**config.mk**
```make
export PLATFORM = sky130hd
export DESIGN_NAME = ilv_demux
export DESIGN_NICKNAME = d
export VERILOG_FILES = /design/src/rtl/ilv_pkg.sv /design/src/rtl/ilv_steer.sv /design/src/rtl/ilv_lat_pipe.sv /design/src/rtl/ilv_port_out.sv /design/src/rtl/ilv_demux.sv
export SDC_FILE = /design/constraint.sdc
export NUM_CORES = 1
export LEC_CHECK = 0
export BUFFER_PORTS_ARGS = -buffer_cell sky130_fd_sc_hd__buf_2
export CAP_MARGIN = 20
export CORE_MARGIN = 2
export CORE_UTILIZATION = 55
export CTS_CLUSTER_DIAMETER = 40
export CTS_CLUSTER_SIZE = 8
export DETAILED_ROUTE_END_ITERATION = 16
export PLACE_DENSITY = 0.72
export RECOVER_POWER = 100
export SLEW_MARGIN = 20
export SYNTH_ARGS = -nofsm -noshare
export SYNTH_HDL_FRONTEND = slang
export SYNTH_SLANG_ARGS = --single-unit
```
**constraint.sdc**
```tcl
create_clock -name clk -period 1.1 [get_ports clk]
set_input_delay 0.11 -clock clk [delete_from_list [all_inputs] [get_ports clk]]
set_output_delay 0.11 -clock clk [all_outputs]
set_load 0.02 [all_outputs]
```
**src/rtl/ilv_pkg.sv**
```systemverilog
// Shared types for the interleaved sample output demultiplexer.
package ilv_pkg;

    // Destination port of one sample.
    typedef enum logic {
        PORT_B = 1'b0,
        PORT_A = 1'b1
    } port_e;

    // Routing tag carried alongside each sample through the latency pipe.
    // keep = 0 marks an empty or discarded slot.
    typedef struct packed {
        logic  keep;
        port_e port;
    } route_t;

endpackage

```
**src/rtl/ilv_steer.sv**
```systemverilog
// Acquisition-side steering: decides, on every input clock edge, whether
// the sample taken on that edge is kept and which port it is bound for.
// Assumes test_mode, phase_en and phase_a are synchronous to clk.
module ilv_steer
    import ilv_pkg::*;
#(
    parameter int DEC_N = 5
) (
    input  logic   clk,
    input  logic   rst_n,
    input  logic   test_mode,
    input  logic   phase_en,
    input  logic   phase_a,
    output route_t route
);

    localparam int CW = (DEC_N > 1) ? $clog2(DEC_N) : 1;
    localparam logic [CW-1:0] DEC_LAST = CW'(DEC_N - 1);

    logic [CW-1:0] dec_cnt;
    port_e         next_port;

    // Tag for the current edge: kept at count zero, forced port if requested.
    always_comb begin
        route.keep = !test_mode || (dec_cnt == '0);
        route.port = phase_en ? (phase_a ? PORT_A : PORT_B) : next_port;
    end

    // Decimation counter; idles at zero outside test mode.
    always_ff @(posedge clk) begin
        if (!rst_n || !test_mode) begin
            dec_cnt <= '0;
        end else if (dec_cnt == DEC_LAST) begin
            dec_cnt <= '0;
        end else begin
            dec_cnt <= dec_cnt + 1'b1;
        end
    end

    // Port toggle; advances only when a sample is actually kept.
    always_ff @(posedge clk) begin
        if (!rst_n) begin
            next_port <= PORT_A;
        end else if (route.keep) begin
            next_port <= (route.port == PORT_A) ? PORT_B : PORT_A;
        end
    end

endmodule

```
**src/rtl/ilv_lat_pipe.sv**
```systemverilog
// Fixed-latency delay line for samples and their routing tags.
// The data field is not reset. The keep bit is reset, so slots that were
// filled before reset never reach the outputs.
module ilv_lat_pipe
    import ilv_pkg::*;
#(
    parameter int W     = 8,
    parameter int DEPTH = 15
) (
    input  logic         clk,
    input  logic         rst_n,
    input  logic [W-1:0] d_in,
    input  route_t       r_in,
    output logic [W-1:0] d_out,
    output route_t       r_out
);

    logic [W-1:0] dq [DEPTH];
    route_t       rq [DEPTH];

    for (genvar i = 0; i < DEPTH; i++) begin : g_stage
        logic [W-1:0] d_src;
        route_t       r_src;

        if (i == 0) begin : g_head
            assign d_src = d_in;
            assign r_src = r_in;
        end else begin : g_body
            assign d_src = dq[i-1];
            assign r_src = rq[i-1];
        end

        // Data register of this stage.
        always_ff @(posedge clk) begin
            dq[i] <= d_src;
        end

        // Tag register of this stage; cleared by reset.
        always_ff @(posedge clk) begin
            if (!rst_n) begin
                rq[i] <= '{keep: 1'b0, port: PORT_B};
            end else begin
                rq[i] <= r_src;
            end
        end
    end

    assign d_out = dq[DEPTH-1];
    assign r_out = rq[DEPTH-1];

endmodule

```
**src/rtl/ilv_port_out.sv**
```systemverilog
// Output stage: writes a delayed kept sample into port A or B and drives
// the forwarded data clock high on A writes and low on B writes.
module ilv_port_out
    import ilv_pkg::*;
#(
    parameter int W = 8
) (
    input  logic         clk,
    input  logic         rst_n,
    input  logic [W-1:0] d_in,
    input  route_t       r_in,
    output logic         dclk,
    output logic [W-1:0] a_q,
    output logic [W-1:0] b_q
);

    // Port registers and data clock.
    always_ff @(posedge clk) begin
        if (!rst_n) begin
            dclk <= 1'b0;
            a_q  <= '0;
            b_q  <= '0;
        end else if (r_in.keep) begin
            if (r_in.port == PORT_A) begin
                a_q  <= d_in;
                dclk <= 1'b1;
            end else begin
                b_q  <= d_in;
                dclk <= 1'b0;
            end
        end
    end

endmodule

```
**src/rtl/ilv_demux.sv**
```systemverilog
// Top level: acquires one sample per clock edge, tags it with a keep bit
// and a destination port, delays it by LATENCY edges, and writes it to
// port A or B together with the forwarded data clock.
// Assumes one clock domain and a synchronous active-low reset.
module ilv_demux
    import ilv_pkg::*;
#(
    parameter int SMP_W   = 8,
    parameter int LATENCY = 15,
    parameter int DEC_N   = 5
) (
    input  logic             clk,
    input  logic             rst_n,
    input  logic             test_mode,
    input  logic             phase_en,
    input  logic             phase_a,
    input  logic [SMP_W-1:0] smp_in,
    output logic             dclk,
    output logic [SMP_W-1:0] a_data,
    output logic [SMP_W-1:0] b_data
);

    route_t             acq_route;
    route_t             dly_route;
    logic [SMP_W-1:0]   dly_data;

    ilv_steer #(.DEC_N(DEC_N)) u_steer (
        .clk       (clk),
        .rst_n     (rst_n),
        .test_mode (test_mode),
        .phase_en  (phase_en),
        .phase_a   (phase_a),
        .route     (acq_route)
    );

    ilv_lat_pipe #(.W(SMP_W), .DEPTH(LATENCY)) u_pipe (
        .clk   (clk),
        .rst_n (rst_n),
        .d_in  (smp_in),
        .r_in  (acq_route),
        .d_out (dly_data),
        .r_out (dly_route)
    );

    ilv_port_out #(.W(SMP_W)) u_out (
        .clk   (clk),
        .rst_n (rst_n),
        .d_in  (dly_data),
        .r_in  (dly_route),
        .dclk  (dclk),
        .a_q   (a_data),
        .b_q   (b_data)
    );

endmodule

```
# Yosys cells after proc, flatten, opt, wreduce, memory -nomap -nowiden
# Memory sizes are Yosys's and may differ from the RTL's.
# Index checks and enable logic that the tools add are counted.
# word_totals
reg_bits,21
latch_bits,0
ramBits,150
romBits,0
word_cells,54
n_memories,2
# mem_list
memory,depth,width,rd,rd_clocked_by_memory_dff,wr,line,text
u_pipe.dq,15,8,15,0,15,ilv_lat_pipe.sv:18,logic [W-1:0] dq [DEPTH];
u_pipe.rq,15,2,15,0,15,ilv_lat_pipe.sv:19,route_t rq [DEPTH];
# op_classes
add_sub_neg,1
mul,0
div_mod_pow,0
order_cmp,0
eq_ne,1
shift,0
mux,21
n_bitwise,16
n_reduce_logical,8
# ops
cell,n
$mux W2,15
$or A1 B1 Y1,15
$mux W1,6
$reduce_and A2 Y1,2
$add A3 B1 Y3 const B,1
$eq A3 B3 Y1 const B,1
$logic_not A3 Y1,1
$logic_not A1 Y1,2
$logic_or A1 B1 Y1,2
$reduce_or A2 Y1,1
$not A1 Y1,1

# Depth between registers and ports, before layout
# Gate-level depths: netlist (run 1).
# logic_depth
ltp_word,3
ltp_mapped,5
ltp_nobuf,5

# Cells and area by module
# From an unflattened synthesis (run 1), not the netlist that was laid out.
# hier_totals
cells_unflattened,270
area_unflattened_um2,4082.7
# modules_own_cells
mod,instances,cells_per_inst,area_per_inst_um2,seq_area_each_um2
ilv_lat_pipe,1,183,3214.3,3002.9
ilv_port_out,1,66,669.4,340.3
ilv_steer,1,21,198.9,80.1

# Least setup slack after synthesis (run 1)
# Ideal clock, no wire load.
# synth_timing
path_type,reg-to-reg
from,register u_steer.dec_cnt[0]
to,register u_steer.next_port
setup_time_ps,79
arrival_time_ps,956
t_required_ps,1021
path_slack_ps,65
stages_incl_launch_ff,6
path_buffers,0
period_less_slack_ps,1035
path_cell_list,dfxtp_1 inv_1 ha_1 nand2b_1 a221o_1 o211ai_1
# synth_between
elab_chain_len,2
# synth_rtl
item,line,text
start: declaration,ilv_steer.sv:20,logic [CW-1:0] dec_cnt;
start signal: assignment,ilv_steer.sv:36,dec_cnt <= dec_cnt + 1'b1;
$logic_not A3 Y1,ilv_steer.sv:25,route.keep = !test_mode || (dec_cnt == '0);
$logic_or A1 B1 Y1,ilv_steer.sv:25,
end signal: assignment,ilv_steer.sv:45,next_port <= (route.port == PORT_A) ? PORT_B : PORT_A;
end: declaration,ilv_steer.sv:21,port_e next_port;
# Every way passes these cells.
# A chain may end at the register's enable or synchronous reset.

# Worst setup path after layout (run 1)
# layout_timing
from,register u_out.a_q[4]
to,output a_data[4]
# layout_rtl
item,line,text
start: declaration,ilv_port_out.sv:13,"output logic [W-1:0] a_q,"
start signal: assignment,ilv_port_out.sv:25,a_q <= d_in;
end: declaration,ilv_demux.sv:19,"output logic [SMP_W-1:0] a_data,"
# No word-level cell between the ends.

==> results of run 1 <==
## area by class of cell
cell class	instances	area, um2
Clock buffer	21	459.2
Inverter	3	11.26
Clock inverter	10	140.1
Tap cell	99	123.9
Timing Repair Buffer	48	417.9
Sequential cell	171	3447
Fill cell	467	1998
Multi-Input combinational cell	89	616.8
## cell families (layout without fill, tap and decap cells)
kind of cell | after synthesis | after routing | share of synthesized area
fa+ha+maj | 2 | 2 | 0.006125
buf+inv | 11 | 82 | 0.01715
mux | 10 | 10 | 0.02450
compound gates | 14 | 14 | 0.02512
simple gates | 63 | 63 | 0.08913
flops | 171 | 171 | 0.8380
## power by group through the flow
stage	Combinational [mW]	Clock, mW	Sequential [mW]
finish	0.137	5.82	6.52
global route	0.154	6.25	6.54
CTS	0.133	5.98	6.52
detailed placement	0.0987	0	6.65
global placement	0.0944	0	6.64
floorplan	0.0601	0	6.63
## path summary, 6_finish.rpt
kind | start | end | slack, ns | depth (start not counted)
max | u_out.a_q[4] | a_data[4] | 0.03 | 1
min reg2reg | u_pipe.dq[6][7] | u_pipe.dq[6][15] | 0.32 | 0
min | smp_in[2] | u_pipe.dq[0][2] | 0.24 | 2
max reg2reg | u_steer.dec_cnt[0] | u_steer.next_port | 0.06 | 5
## cell usage after synthesis
cell,count
dfxtp_1,171
and2_1,30
a21boi_0,10
mux2i_1,10
nor2b_1,10
nand2_1,9
nand3_1,8
clkbuf_1,4
inv_1,3
a21oi_1,2
ha_1,2
nand2b_1,2
nor2_1,2
a221o_1,1
buf_12,1
buf_4,1
buf_6,1
clkbuf_2,1
nand2_2,1
nand2b_4,1
o211ai_1,1
## state kept, by name (all words and copies together) (netlist names)
signal / count
u_out.a_q: 8
u_steer.next_port: 1
u_pipe.dq: 120
u_out.dclk: 1
u_out.b_q: 8
u_steer.dec_cnt: 3
u_pipe.rq: 30
## metrics by stage
stage | hold WS (ns) | TNS (ns) | total power [mW]
after global placement | 0.2132 | 0 | 6.731
after detailed placement | 0.2139 | -0.01539 | 6.751
after CTS | 0.2043 | -0.01064 | 12.63
after global routing | 0.2096 | -0.2420 | 12.94
after floorplan | 0.1377 | 0 | 6.686
final | 0.2401 | 0 | 12.47
## layer usage
layer	vias up	wire (um)	GRT usage
met5	-	0	0
met2	38	2629	0.2362
met1	891	2090	0.1417
met3	4	174	0.05281
met4	0	46	0.08846
li1	975	-	-
## worst register-to-register path, stage by stage, from the launching register on
cell and delay (ns):
dfxtp_2 0.33, inv_2 0.06, ha_4 0.15, nand2b_4 0.06
a221o_1 0.28, o211ai_1 0.09
## repair_timing
| action | 4_1_cts | 5_1_grt |
|---|---|---|
| setup buffers | 0 | 3 |
| hold buffers | 12 | 0 |
| hold endpoints to repair | 13 | 0 |
| resized for setup | 54 | 5 |
| setup endpoints to repair | 18 | 16 |
| pin swaps | 1 | 0 |
==> report_table.html, run 1 <==
<table>
<tr><th>Metric</th><th>Value</th></tr>
<tr><th colspan="2">Status</th></tr>
<tr><td>Result of the run</td><td>finished clean</td></tr>
<tr><th colspan="2">Detailed routing</th></tr>
<tr><td>Pre-antenna DRT Iters</td><td>4</td></tr>
<tr><td>Detail Route Antenna Nets</td><td>0</td></tr>
<tr><td>WL/cell</td><td>11.20 um</td></tr>
<tr><td>Iter 0 DRT Violations</td><td>64</td></tr>
<tr><td>DRT Wirelength</td><td>4.941 mm</td></tr>
<tr><td>Number of remaining DRC errors</td><td>0</td></tr>
<tr><td>Vias after detailed routing</td><td>1908</td></tr>
<tr><td>Via-to-Cell Ratio</td><td>4.327</td></tr>
<tr><th colspan="2">Logic synthesis</th></tr>
<tr><td>Area share of the leading cell type in the synthesized netlist</td><td>0.8380</td></tr>
<tr><td>Register bit count reported by yosys</td><td>171</td></tr>
<tr><td>Cell area after synthesis</td><td>0.004085 mm2</td></tr>
<tr><td>Cell type contributing the most total cell area after synthesis</td><td>dfxtp_1</td></tr>
<tr><td>Synthesis warning total</td><td>0</td></tr>
<tr><td>Unique cell type count in the Yosys netlist</td><td>21</td></tr>
<tr><td>Net count of the mapped netlist</td><td>286</td></tr>
<tr><td>Syn_area_per_cell</td><td>15.07 um2</td></tr>
<tr><td>Share of the yosys chip area belonging to registers</td><td>0.8380</td></tr>
<tr><td>Synthesized netlist cell count</td><td>271</td></tr>
<tr><td>Most area-consuming cells after synthesis</td><td>dfxtp_1 84%, and2_1 4.6%, mux2i_1 2.5%</td></tr>
<tr><th colspan="2">Floorplan</th></tr>
<tr><td>Die Height</td><td>90.19 um</td></tr>
<tr><td>Area of the die</td><td>0.008133 mm2</td></tr>
<tr><td>Starting Density</td><td>0.5663</td></tr>
<tr><td>Rows</td><td>31</td></tr>
<tr><td>Core outline area</td><td>0.007214 mm2</td></tr>
<tr><td>Number of placed I/O pins</td><td>30</td></tr>
<tr><td>Width of the die</td><td>90.19 um</td></tr>
<tr><th colspan="2">Global route</th></tr>
<tr><td>Total congestion overflow after global routing</td><td>0</td></tr>
<tr><td>Antenna violations before repair</td><td>0</td></tr>
<tr><td>Vias in the first global route</td><td>2029</td></tr>
<tr><td>Largest net degree at the start of global routing</td><td>24</td></tr>
<tr><td>Total GRT Usage</td><td>0.1383</td></tr>
<tr><td>First-pass GRT wire length</td><td>8.562 mm</td></tr>
<tr><th colspan="2">Pwr</th></tr>
<tr><td>Fraction of power consumed by sequential logic</td><td>0.522</td></tr>
<tr><td>Clock share of power</td><td>0.467</td></tr>
<tr><td>Fraction of power consumed by combinational cells</td><td>0.011</td></tr>
<tr><td>Pwr Density</td><td>2391 mW/mm2</td></tr>
<tr><td>Switching part of the total power</td><td>0.1851</td></tr>
<tr><td>Internal power consumption</td><td>10.16 mW</td></tr>
<tr><td>Switching power</td><td>2.309 mW</td></tr>
<tr><td>Leakage power of the design</td><td>2.226 nW</td></tr>
<tr><td>Worst voltage drop across the vdd grid</td><td>1.772 mV</td></tr>
<tr><th colspan="2">STA</th></tr>
<tr><td>Setup skew after layout</td><td>0.007451 ns</td></tr>
<tr><td>Hold Violations, Final</td><td>0</td></tr>
<tr><td>Setup repair after global routing missed its margin</td><td>true</td></tr>
<tr><td>Worst Tran Pin Value</td><td>0.3278 ns</td></tr>
<tr><td>FMAX</td><td>933.5 MHz</td></tr>
<tr><td>Final count of negative-setup-slack endpoints</td><td>0</td></tr>
<tr><td>Time the final worst path needs with I/O delays and setup</td><td>1.071 ns</td></tr>
<tr><td>Relative slew slack</td><td>0.7814</td></tr>
<tr><td>Count of final max-slew check failures</td><td>0</td></tr>
<tr><td>Share of the clock period used by the worst path after layout</td><td>0.9738</td></tr>
<tr><td>Least setup slack across all paths after layout</td><td>0.02881 ns</td></tr>
<tr><th colspan="2">Final layout</th></tr>
<tr><td>Commonest cells after routing, fill and taps aside</td><td>152 x dfxtp_1, 19 x dfxtp_2, 18 x and2_1, 17 x buf_6, 16 x clkbuf_16</td></tr>
<tr><td>Antenna Cells</td><td>0</td></tr>
<tr><td>Post-Layout Cell Count</td><td>441</td></tr>
<tr><td>Layout net count</td><td>345</td></tr>
<tr><td>Layout Cell Area excl Fill</td><td>0.005216 mm2</td></tr>
<tr><td>Layout-stage area growth over the synthesis result</td><td>27.69%</td></tr>
<tr><td>Layout cells sized above 1</td><td>0.2632</td></tr>
<tr><td>Share of the core filled with cells in the final layout</td><td>0.7230</td></tr>
<tr><td>Commonest non-fill, non-tap cell in the layout</td><td>dfxtp_1</td></tr>
<tr><th colspan="2">Setup path</th></tr>
<tr><td>Slowest stage delay, CP</td><td>0.34 ns</td></tr>
<tr><td>Crit path max fanout</td><td>2</td></tr>
<tr><td>Worst-path cell with the longest stage delay</td><td>dfxtp_2</td></tr>
<tr><td>Startpoint type of the worst setup path</td><td>register</td></tr>
<tr><td>Kind of cell adding the most delay to the critical path</td><td>flip-flops</td></tr>
<tr><td>Worst endpoint required time</td><td>0.99 ns</td></tr>
<tr><td>List of cells traversed by the critical path</td><td>buf_6</td></tr>
<tr><td>WP data arrival</td><td>0.96 ns</td></tr>
<tr><td>Number of buffer and inverter stages on the critical path</td><td>1</td></tr>
<tr><td>Endpoint kind of the worst setup timing path</td><td>primary output</td></tr>
<tr><td>Crit path kind</td><td>register to primary output</td></tr>
<tr><th colspan="2">Flow run</th></tr>
<tr><td>Max-cap violations</td><td>0</td></tr>
<tr><th colspan="2">Placed design</th></tr>
<tr><td>Post-placement cell count</td><td>395</td></tr>
<tr><td>IO buf count</td><td>29</td></tr>
<tr><td>Area post-placement</td><td>0.004325 mm2</td></tr>
<tr><td>Worst slack at placement</td><td>-0.01539 ns</td></tr>
<tr><td>Global placement routability congestion</td><td>0.7520</td></tr>
<tr><th colspan="2">CTS</th></tr>
<tr><td>Source-to-sink clock delay at the later pin of the worst-skew pair</td><td>0.50 ns</td></tr>
<tr><td>Clock tree from TritonCTS</td><td>built</td></tr>
<tr><td>Clock-pin slew reported for the worst setup and hold paths after clock tree synthesis</td><td>0.06 ns</td></tr>
<tr><td>Clock buffer depth</td><td>2</td></tr>
<tr><td>Max H-tree Level</td><td>4</td></tr>
<tr><td>Clock buffers created by TritonCTS</td><td>17</td></tr>
<tr><td># clock sinks</td><td>171</td></tr>
<tr><td>CTS Root Buffer Type</td><td>clkbuf_8</td></tr>
<tr><th colspan="2">Worst hold path</th></tr>
<tr><td>Hold WC Path Type</td><td>input pin to register</td></tr>
</table>
No activity file was read; power rests on OpenSTA's default activity.
==> inputs of run 2 (changes only) <==
--- a/config.mk
+++ b/config.mk
@@ -5,6 +5,7 @@
 export SDC_FILE = /design/constraint.sdc
 export NUM_CORES = 1
 export LEC_CHECK = 0
+export ABC_AREA = 1
 export BUFFER_PORTS_ARGS = -buffer_cell sky130_fd_sc_hd__buf_2
 export CAP_MARGIN = 20
 export CORE_MARGIN = 2
==> run 2 against run 1 <==
Clock power is 5.3% lower. Fmax is 0.81% lower. Worst hold slack worse by 0.013 ns. Register-to-register slack hardly changed. First-iteration DRC count is 31% higher. Setup slack worse by 0.0087 ns. Non-clock buffer count is 4 lower. Synthesized cell count is 15% higher. Die area is 0.97% lower. Combinational power hardly changed. Critical endpoint is now b_data[3].
==> report_table.html, run 2 <==
<table>
<tr><th>Metric</th><th>Value</th></tr>
<tr><th colspan="2">Status</th></tr>
<tr><td>Result of the run</td><td>finished clean (unchanged)</td></tr>
<tr><th colspan="2">STA</th></tr>
<tr><td>Time the final worst path needs with I/O delays and setup</td><td>1.080 ns (was 1.071 ns)</td></tr>
<tr><td>Share of the clock period used by the worst path after layout</td><td>0.9818 (was 0.9738)</td></tr>
<tr><td>Least setup slack across all paths after layout</td><td>0.02006 ns (was 0.02881 ns)</td></tr>
<tr><td>Total negative slack</td><td>0 ns (unchanged)</td></tr>
<tr><td>Hold Violations, Final</td><td>0 (unchanged)</td></tr>
<tr><td>Worst Hold Margin</td><td>0.2266 ns (was 0.2401 ns)</td></tr>
<tr><td>Count of final max-slew check failures</td><td>0 (unchanged)</td></tr>
<tr><td>Final count of negative-setup-slack endpoints</td><td>0 (unchanged)</td></tr>
<tr><td>Relative slew slack</td><td>0.8066 (was 0.7814)</td></tr>
<tr><td>Setup repair after global routing missed its margin</td><td>true (unchanged)</td></tr>
<tr><td>FMAX</td><td>926.0 MHz (was 933.5 MHz)</td></tr>
<tr><td>Worst Tran Pin Value</td><td>0.2901 ns (was 0.3278 ns)</td></tr>
<tr><td>Setup skew after layout</td><td>0.004775 ns (was 0.007451 ns)</td></tr>
<tr><th colspan="2">Logic synthesis</th></tr>
<tr><td>Syn_area_per_cell</td><td>12.92 um2 (was 15.07 um2)</td></tr>
<tr><td>Synthesis warning total</td><td>0 (unchanged)</td></tr>
<tr><td>Synthesized netlist cell count</td><td>313 (was 271)</td></tr>
<tr><td>Count of flip-flops with a built-in enable after synthesis</td><td>0 (unchanged)</td></tr>
<tr><td>Count leader, synth</td><td>dfxtp_1 (unchanged)</td></tr>
<tr><td>Area share of the leading cell type in the synthesized netlist</td><td>0.8465 (was 0.8380)</td></tr>
<tr><td>Post-synth top flop</td><td>dfxtp_1 (unchanged)</td></tr>
<tr><td>Net count of the mapped netlist</td><td>328 (was 286)</td></tr>
<tr><td>Unique cell type count in the Yosys netlist</td><td>15 (was 21)</td></tr>
<tr><td>Share of the yosys chip area belonging to registers</td><td>0.8465 (was 0.8380)</td></tr>
<tr><td>Register bit count reported by yosys</td><td>171 (unchanged)</td></tr>
<tr><td>Most area-consuming cells after synthesis</td><td>dfxtp_1 85%, inv_1 3.4%, nor2_1 3.4% (was dfxtp_1 84%, and2_1 4.6%, mux2i_1 2.5%)</td></tr>
<tr><td>Most numerous cell types in the synthesized netlist</td><td>171 x dfxtp_1, 37 x inv_1, 37 x nor2_1 (was 171 x dfxtp_1, 30 x and2_1, 10 x a21boi_0, 10 x mux2i_1, 10 x nor2b_1)</td></tr>
<tr><td>Cell area after synthesis</td><td>0.004044 mm2 (was 0.004085 mm2)</td></tr>
<tr><td>Fraction of synthesis flops using an asynchronous set or reset pin</td><td>0 (unchanged)</td></tr>
<tr><td>Cell type contributing the most total cell area after synthesis</td><td>dfxtp_1 (unchanged)</td></tr>
<tr><th colspan="2">Setup path</th></tr>
<tr><td>List of cells traversed by the critical path</td><td>buf_6 (unchanged)</td></tr>
<tr><td>Endpoint kind of the worst setup timing path</td><td>primary output (unchanged)</td></tr>
<tr><td>Depth of the worst register-to-register path</td><td>4 (was 5)</td></tr>
<tr><td>Startpoint type of the worst setup path</td><td>register (unchanged)</td></tr>
<tr><td>Worst-path cell with the longest stage delay</td><td>dfxtp_2 (unchanged)</td></tr>
<tr><td>Crit path max fanout</td><td>2 (unchanged)</td></tr>
<tr><td>WP data arrival</td><td>0.97 ns (was 0.96 ns)</td></tr>
<tr><td>Crit path kind</td><td>register to primary output (unchanged)</td></tr>
<tr><td>Number of buffer and inverter stages on the critical path</td><td>1 (unchanged)</td></tr>
<tr><td>Number of cells on the critical path</td><td>1 (unchanged)</td></tr>
<tr><td>Kind of cell adding the most delay to the critical path</td><td>flip-flops (unchanged)</td></tr>
<tr><td>Worst endpoint required time</td><td>0.99 ns (about the same)</td></tr>
<tr><td>Slowest stage delay, CP</td><td>0.34 ns (about the same)</td></tr>
<tr><th colspan="2">Pwr</th></tr>
<tr><td>Pwr Density</td><td>2375 mW/mm2 (was 2391 mW/mm2)</td></tr>
<tr><td>Leakage power of the design</td><td>2.380 nW (was 2.226 nW)</td></tr>
<tr><td>Worst voltage drop across the vdd grid</td><td>1.920 mV (was 1.772 mV)</td></tr>
<tr><th colspan="2">Detailed routing</th></tr>
<tr><td>Vias after detailed routing</td><td>2038 (was 1908)</td></tr>
<tr><td>Iter 0 DRT Violations</td><td>84 (was 64)</td></tr>
<tr><td>Via-to-Cell Ratio</td><td>4.219 (was 4.327)</td></tr>
<tr><td>Pre-antenna DRT Iters</td><td>4 (unchanged)</td></tr>
<tr><td>Number of remaining DRC errors</td><td>0 (unchanged)</td></tr>
<tr><td>DRT Wirelength</td><td>4.639 mm (was 4.941 mm)</td></tr>
<tr><td>WL/cell</td><td>9.605 um (was 11.20 um)</td></tr>
<tr><td>Detail Route Antenna Nets</td><td>0 (unchanged)</td></tr>
<tr><th colspan="2">Placed design</th></tr>
<tr><td>Worst slack at placement</td><td>0.1042 ns (was -0.01539 ns)</td></tr>
<tr><td>HPWL after detailed placement</td><td>2.506 mm</td></tr>
<tr><td>Global placement routability congestion</td><td>0.6897 (was 0.7520)</td></tr>
<tr><td>IO buf count</td><td>29 (unchanged)</td></tr>
<tr><th colspan="2">CTS</th></tr>
<tr><td>Max H-tree Level</td><td>4 (unchanged)</td></tr>
<tr><td>Source-to-sink clock delay at the later pin of the worst-skew pair</td><td>0.51 ns (was 0.50 ns)</td></tr>
<tr><td>Clock-pin slew reported for the worst setup and hold paths after clock tree synthesis</td><td>0.06 ns (about the same)</td></tr>
<tr><td>CTS Root Buffer Type</td><td>clkbuf_8 (unchanged)</td></tr>
<tr><td>Clock buffers created by TritonCTS</td><td>17 (unchanged)</td></tr>
<tr><td># clock sinks</td><td>171 (unchanged)</td></tr>
<tr><td>Clock tree from TritonCTS</td><td>built (unchanged)</td></tr>
<tr><td>Clock buffer depth</td><td>2 (unchanged)</td></tr>
<tr><th colspan="2">Final layout</th></tr>
<tr><td>Max reg flops</td><td>120 (unchanged)</td></tr>
<tr><td>Antenna Cells</td><td>0 (unchanged)</td></tr>
<tr><td>Layout cells sized above 1</td><td>0.2161 (was 0.2632)</td></tr>
<tr><td>Largest registers in the final layout</td><td>u_pipe.dq x120, u_pipe.rq x30 (unchanged)</td></tr>
<tr><td>Register with the most flip-flops</td><td>u_pipe.dq (unchanged)</td></tr>
<tr><td>Commonest non-fill, non-tap cell in the layout</td><td>dfxtp_1 (unchanged)</td></tr>
<tr><td>Commonest cells after routing, fill and taps aside</td><td>154 x dfxtp_1, 37 x inv_1, 37 x nor2_1, 35 x nand2_1 (was 152 x dfxtp_1, 19 x dfxtp_2, 18 x and2_1, 17 x buf_6, 16 x clkbuf_16)</td></tr>
<tr><td>Layout net count</td><td>386 (was 345)</td></tr>
<tr><td>Layout-stage area growth over the synthesis result</td><td>26.64% (was 27.69%)</td></tr>
<tr><th colspan="2">Worst hold path</th></tr>
<tr><td>Worst hold path depth</td><td>2 (unchanged)</td></tr>
<tr><td>Hold WC Path Type</td><td>input pin to register (unchanged)</td></tr>
<tr><th colspan="2">Floorplan</th></tr>
<tr><td>Die Height</td><td>89.75 um (was 90.19 um)</td></tr>
<tr><td>Number of placed I/O pins</td><td>30 (unchanged)</td></tr>
<tr><td>Core outline area</td><td>0.007176 mm2 (was 0.007214 mm2)</td></tr>
<tr><td>Width of the die</td><td>89.75 um (was 90.19 um)</td></tr>
<tr><td>Starting Density</td><td>0.5636 (was 0.5663)</td></tr>
<tr><td>Area of the die</td><td>0.008054 mm2 (was 0.008133 mm2)</td></tr>
<tr><td>Rows</td><td>31 (unchanged)</td></tr>
<tr><th colspan="2">Global route</th></tr>
<tr><td>First-pass GRT wire length</td><td>8.328 mm (was 8.562 mm)</td></tr>
<tr><td>Antenna violations before repair</td><td>0 (unchanged)</td></tr>
<tr><td>Largest net degree at the start of global routing</td><td>49 (was 24)</td></tr>
<tr><td>Vias in the first global route</td><td>2054 (was 2029)</td></tr>
<tr><td>Total congestion overflow after global routing</td><td>0 (unchanged)</td></tr>
<tr><td>Total GRT Usage</td><td>0.1362 (was 0.1383)</td></tr>
<tr><th colspan="2">Flow run</th></tr>
<tr><td>Max-cap violations</td><td>0 (unchanged)</td></tr>
</table>
run 2: cell types whose count changed after synthesis, sizes merged, moves of 2 or more:
cell    before  now
mux2i       10    0
nor2b       10    0
clkbuf       5    0
buf          3    5
and2        30    0
nand2b       3    0
o21ai        0   17
nand2       10   37
nand3        8    3
inv          3   38
a21boi      10    0
nor2         2   37
run 2: through the flow:
step / instance area [um2] / util / power, mW / instances
floorplan: 4044 / - / 6.698 / 313
global placement: 4300 / 0.5993 / 6.732 / 437
detailed placement: 4300 / 0.5993 / 6.757 / 437
CTS: 5121 / 0.7137 / 12.31 / 482
global route: 5121 / 0.7137 / 12.63 / 483
finish: 5121 / 0.7137 / 12.16 / 483
run 2: cell type report:
class	count	area (um2)
inverters	39	150.1
well taps	99	123.9
fillers	480	2054
repair buffers	44	405.4
multi-input cells	98	431.7
clock buffers	18	417.9
flip-flops and latches	171	3445
clock inverters	14	147.6
run 2: cells by family after synthesis:
group | share of synthesized area
xor gates and xnor gates | 0.002166
adders and majority gates | 0.006187
AOI/OAI and AO/OA | 0.02228
and+or+nand+nor | 0.07611
buffers and inverters | 0.04672
DFF | 0.8465
run 2: worst paths after layout:
| check | start | to | slack (ns) |
|---|---|---|---|
| min reg2reg | u_pipe.dq[2][13] | u_pipe.dq[3][5] | 0.32 |
| max | u_out.b_q[3] | b_data[3] | 0.02 |
| min | smp_in[6] | u_pipe.dq[0][6] | 0.23 |
| max reg2reg | u_pipe.rq[3][5] | u_out.a_q[5] | 0.07 |
run 2: per-layer routing:
layer / wire, um / global-route usage / vias to the layer above
met1: 1831 / 0.1237 / 924
met5: 0 / 0 / -
li1: - / - / 1056
met3: 249 / 0.07544 / 11
met4: 101 / 0.08077 / 0
met2: 2457 / 0.2367 / 47
run 2: timing repair:
| item | 4_1_cts | 5_1_grt |
|---|---|---|
| hold buffers | 12 | 0 |
| hold endpoints to repair | 30 | 0 |
| pin swaps | 0 | 0 |
| setup buffers | 1 | 1 |
| gates resized for setup | 51 | 0 |
| endpoints found under the setup margin | 17 | 17 |
| gates cloned | 0 | 0 |
run 2: power by group:
group | internal [mW] | switching, mW | total [mW] | leakage [nW]
registers | 6.45 | 0.0605 | 6.51 | 1.43
clock network | 3.23 | 2.28 | 5.51 | 0.269
logic | 0.0727 | 0.0673 | 0.140 | 0.677
run 2: worst reg2reg max path: stages, from the launching register on:
cell	delay (ns)
dfxtp_1	0.36
nand2_4	0.15
clkinvlp_4	0.18
nor2_1	0.15
nor2_1	0.07
==> inputs of run 3 (changes only) <==
--- a/config.mk
+++ b/config.mk
@@ -13,6 +13,8 @@
 export CTS_CLUSTER_DIAMETER = 40
 export CTS_CLUSTER_SIZE = 8
 export DETAILED_ROUTE_END_ITERATION = 16
+export GPL_ROUTABILITY_DRIVEN = 0
+export MAX_ROUTING_LAYER = met4
 export PLACE_DENSITY = 0.72
 export RECOVER_POWER = 100
 export SLEW_MARGIN = 20
==> run 3 against run 2 <==
First-iteration DRC count up 6.0%. Non-clock buffer count unchanged. Combinational power about the same. Critical path type unchanged. Power about the same. Largest cell class unchanged. Sequential power about the same. Sequential share of layout area unchanged. Utilization unchanged. Fmax down 0.17%.
==> report_table.html, run 3 (synthesis gave the netlist of run 2 again) <==
<table>
<tr><th>Metric</th><th>Value</th></tr>
<tr><th colspan="2">Status</th></tr>
<tr><td>Result of the run</td><td>finished clean (unchanged)</td></tr>
<tr><th colspan="2">STA</th></tr>
<tr><td>Share of the clock period used by the worst path after layout</td><td>0.9834 (was 0.9818)</td></tr>
<tr><td>Relative slew slack</td><td>0.8052 (was 0.8066)</td></tr>
<tr><td>Count of final max-slew check failures</td><td>0 (unchanged)</td></tr>
<tr><td>Setup repair after global routing missed its margin</td><td>true (unchanged)</td></tr>
<tr><td>FMAX</td><td>924.4 MHz (was 926.0 MHz)</td></tr>
<tr><td>Worst Tran Pin Value</td><td>0.2923 ns (was 0.2901 ns)</td></tr>
<tr><td>Setup skew after layout</td><td>0.004986 ns (was 0.004775 ns)</td></tr>
<tr><td>Hold Violations, Final</td><td>0 (unchanged)</td></tr>
<tr><td>Final count of negative-setup-slack endpoints</td><td>0 (unchanged)</td></tr>
<tr><td>Time the final worst path needs with I/O delays and setup</td><td>1.082 ns (was 1.080 ns)</td></tr>
<tr><th colspan="2">Setup path</th></tr>
<tr><td>Number of buffer and inverter stages on the critical path</td><td>1 (unchanged)</td></tr>
<tr><td>Number of cells on the critical path</td><td>1 (unchanged)</td></tr>
<tr><td>Crit path kind</td><td>register to primary output (unchanged)</td></tr>
<tr><td>WP data arrival</td><td>0.97 ns (about the same)</td></tr>
<tr><td>Kind of cell adding the most delay to the critical path</td><td>flip-flops (unchanged)</td></tr>
<tr><td>Depth of the worst register-to-register path</td><td>4 (unchanged)</td></tr>
<tr><td>Startpoint type of the worst setup path</td><td>register (unchanged)</td></tr>
<tr><td>Crit path max fanout</td><td>2 (unchanged)</td></tr>
<tr><td>Slowest stage delay, CP</td><td>0.34 ns (about the same)</td></tr>
<tr><td>Worst-path cell with the longest stage delay</td><td>dfxtp_2 (unchanged)</td></tr>
<tr><td>List of cells traversed by the critical path</td><td>buf_6 (unchanged)</td></tr>
<tr><td>Worst endpoint required time</td><td>0.99 ns (about the same)</td></tr>
<tr><td>Endpoint kind of the worst setup timing path</td><td>primary output (unchanged)</td></tr>
<tr><th colspan="2">Detailed routing</th></tr>
<tr><td>WL/cell</td><td>9.646 um (was 9.605 um)</td></tr>
<tr><td>DRT Wirelength</td><td>4.659 mm (was 4.639 mm)</td></tr>
<tr><td>Vias after detailed routing</td><td>2027 (was 2038)</td></tr>
<tr><td>Pre-antenna DRT Iters</td><td>4 (unchanged)</td></tr>
<tr><td>Iter 0 DRT Violations</td><td>89 (was 84)</td></tr>
<tr><td>Detail Route Antenna Nets</td><td>0 (unchanged)</td></tr>
<tr><td>Via-to-Cell Ratio</td><td>4.197 (was 4.219)</td></tr>
<tr><td>Number of remaining DRC errors</td><td>0 (unchanged)</td></tr>
<tr><th colspan="2">Placed design</th></tr>
<tr><td>HPWL after detailed placement</td><td>2.506 mm (unchanged)</td></tr>
<tr><td>Area post-placement</td><td>0.004300 mm2 (unchanged)</td></tr>
<tr><td>IO buf count</td><td>29 (unchanged)</td></tr>
<tr><th colspan="2">Global route</th></tr>
<tr><td>Total congestion overflow after global routing</td><td>0 (unchanged)</td></tr>
<tr><td>Vias in the first global route</td><td>2053 (was 2054)</td></tr>
<tr><td>First-pass GRT wire length</td><td>8.328 mm (unchanged)</td></tr>
<tr><td>Antenna violations before repair</td><td>0 (unchanged)</td></tr>
<tr><td>Largest net degree at the start of global routing</td><td>49 (unchanged)</td></tr>
<tr><td>Total GRT Usage</td><td>0.1396 (was 0.1362)</td></tr>
<tr><th colspan="2">Floorplan</th></tr>
<tr><td>Area of the die</td><td>0.008054 mm2 (unchanged)</td></tr>
<tr><td>Rows</td><td>31 (unchanged)</td></tr>
<tr><td>Width of the die</td><td>89.75 um (unchanged)</td></tr>
<tr><td>Die Height</td><td>89.75 um (unchanged)</td></tr>
<tr><td>Starting Density</td><td>0.5636 (unchanged)</td></tr>
<tr><td>Core outline area</td><td>0.007176 mm2 (unchanged)</td></tr>
<tr><td>Number of placed I/O pins</td><td>30 (unchanged)</td></tr>
<tr><th colspan="2">Final layout</th></tr>
<tr><td>Commonest non-fill, non-tap cell in the layout</td><td>dfxtp_1 (unchanged)</td></tr>
<tr><td>Layout cells sized above 1</td><td>0.2161 (unchanged)</td></tr>
<tr><td>Layout net count</td><td>386 (unchanged)</td></tr>
<tr><td>Layout-stage area growth over the synthesis result</td><td>26.64% (unchanged)</td></tr>
<tr><td>Max reg flops</td><td>120 (unchanged)</td></tr>
<tr><td>Share of the core filled with cells in the final layout</td><td>0.7137 (unchanged)</td></tr>
<tr><td>Antenna Cells</td><td>0 (unchanged)</td></tr>
<tr><td>Commonest cells after routing, fill and taps aside</td><td>154 x dfxtp_1, 37 x inv_1, 37 x nor2_1, 35 x nand2_1 (unchanged)</td></tr>
<tr><td>Largest registers in the final layout</td><td>u_pipe.dq x120, u_pipe.rq x30 (unchanged)</td></tr>
<tr><td>Register with the most flip-flops</td><td>u_pipe.dq (unchanged)</td></tr>
<tr><td>Layout Cell Area excl Fill</td><td>0.005121 mm2 (unchanged)</td></tr>
<tr><th colspan="2">CTS</th></tr>
<tr><td>Clock buffer depth</td><td>2 (unchanged)</td></tr>
<tr><td>Clock buffers created by TritonCTS</td><td>17 (unchanged)</td></tr>
<tr><td># clock sinks</td><td>171 (unchanged)</td></tr>
<tr><td>Max H-tree Level</td><td>4 (unchanged)</td></tr>
<tr><td>Clock-pin slew reported for the worst setup and hold paths after clock tree synthesis</td><td>0.06 ns (about the same)</td></tr>
<tr><td>Source-to-sink clock delay at the later pin of the worst-skew pair</td><td>0.52 ns (was 0.51 ns)</td></tr>
<tr><td>Clock tree from TritonCTS</td><td>built (unchanged)</td></tr>
<tr><td>CTS Root Buffer Type</td><td>clkbuf_8 (unchanged)</td></tr>
<tr><th colspan="2">Pwr</th></tr>
<tr><td>Pwr Density</td><td>2375 mW/mm2 (about the same)</td></tr>
<tr><td>Worst voltage drop across the vdd grid</td><td>1.909 mV (was 1.920 mV)</td></tr>
<tr><td>Leakage power of the design</td><td>2.380 nW (unchanged)</td></tr>
<tr><td>Design Power</td><td>12.16 mW (about the same)</td></tr>
<tr><th colspan="2">Flow run</th></tr>
<tr><td>Max-cap violations</td><td>0 (unchanged)</td></tr>
<tr><th colspan="2">Worst hold path</th></tr>
<tr><td>Hold WC Path Type</td><td>input pin to register (unchanged)</td></tr>
<tr><td>Worst hold path depth</td><td>2 (unchanged)</td></tr>
</table>
run 3: cell counts in the layout (fill, tap and decap cells not counted):
No cell type changed its count.
run 3: metrics by stage:
stage | setup slack [ns] | setup TNS (ns) | hold slack, ns | std cells
2_1_floorplan | 0.1798 | 0 | 0.1377 | 313
3_3_place_gp | 0.1581 | 0 | 0.2120 | 437
3_5_place_dp | 0.1042 | 0 | 0.2143 | 437
4_1_cts | -0.008132 | -0.03463 | 0.1926 | 482
5_1_grt | -0.03640 | -0.3440 | 0.2014 | 483
6_report | 0.01823 | 0 | 0.2247 | 483
run 3: repair_timing:
| action | CTS | global route |
|---|---|---|
| hold endpoints to repair | 30 | 0 |
| hold buffers | 12 | 0 |
| buffers inserted | 1 | 1 |
| resized for setup | 51 | 0 |
| setup endpoints to repair | 17 | 17 |
run 3: metal layers:
metal	part of all wire	up-vias	routed length (um)	track usage
met5	0	-	0	-
met4	0.021	0	96	0.09615
met3	0.053	13	246	0.06287
met2	0.53	50	2473	0.2380
met1	0.40	910	1843	0.1226
li1	-	1054	-	-
run 3: worst paths after layout:
kind / end / slack [ns] / from
hold / removal: u_pipe.dq[0][6] / 0.22 / smp_in[6]
hold reg to reg: u_pipe.dq[3][5] / 0.32 / u_pipe.dq[2][13]
setup reg to reg: u_out.a_q[5] / 0.07 / u_pipe.rq[3][5]
setup / recovery: b_data[3] / 0.02 / u_out.b_q[3]
run 3: area by class of cell:
cell class                 instances  area [um2]
multi-input combinational         98       431.7
tap                               99       123.9
clock buffer                      18       417.9
timing repair buffer              44       405.4
sequential                       171        3445
fill                             480        2054
inverter                          39       150.1
clock inverter                    14       147.6
run 3: worst reg2reg max path: cells and delay by family, from the launching register on:
kind                   cells  cell delay [ns]
and+or+nand+nor            3             0.37
DFF                        1             0.36
buffers and inverters      1             0.18
run 3: power by group:
group | internal, mW | leakage, nW | switching, mW
Sequential | 6.45 | 1.43 | 0.0602
Clock | 3.23 | 0.269 | 2.28
Combinational | 0.0727 | 0.677 | 0.0680
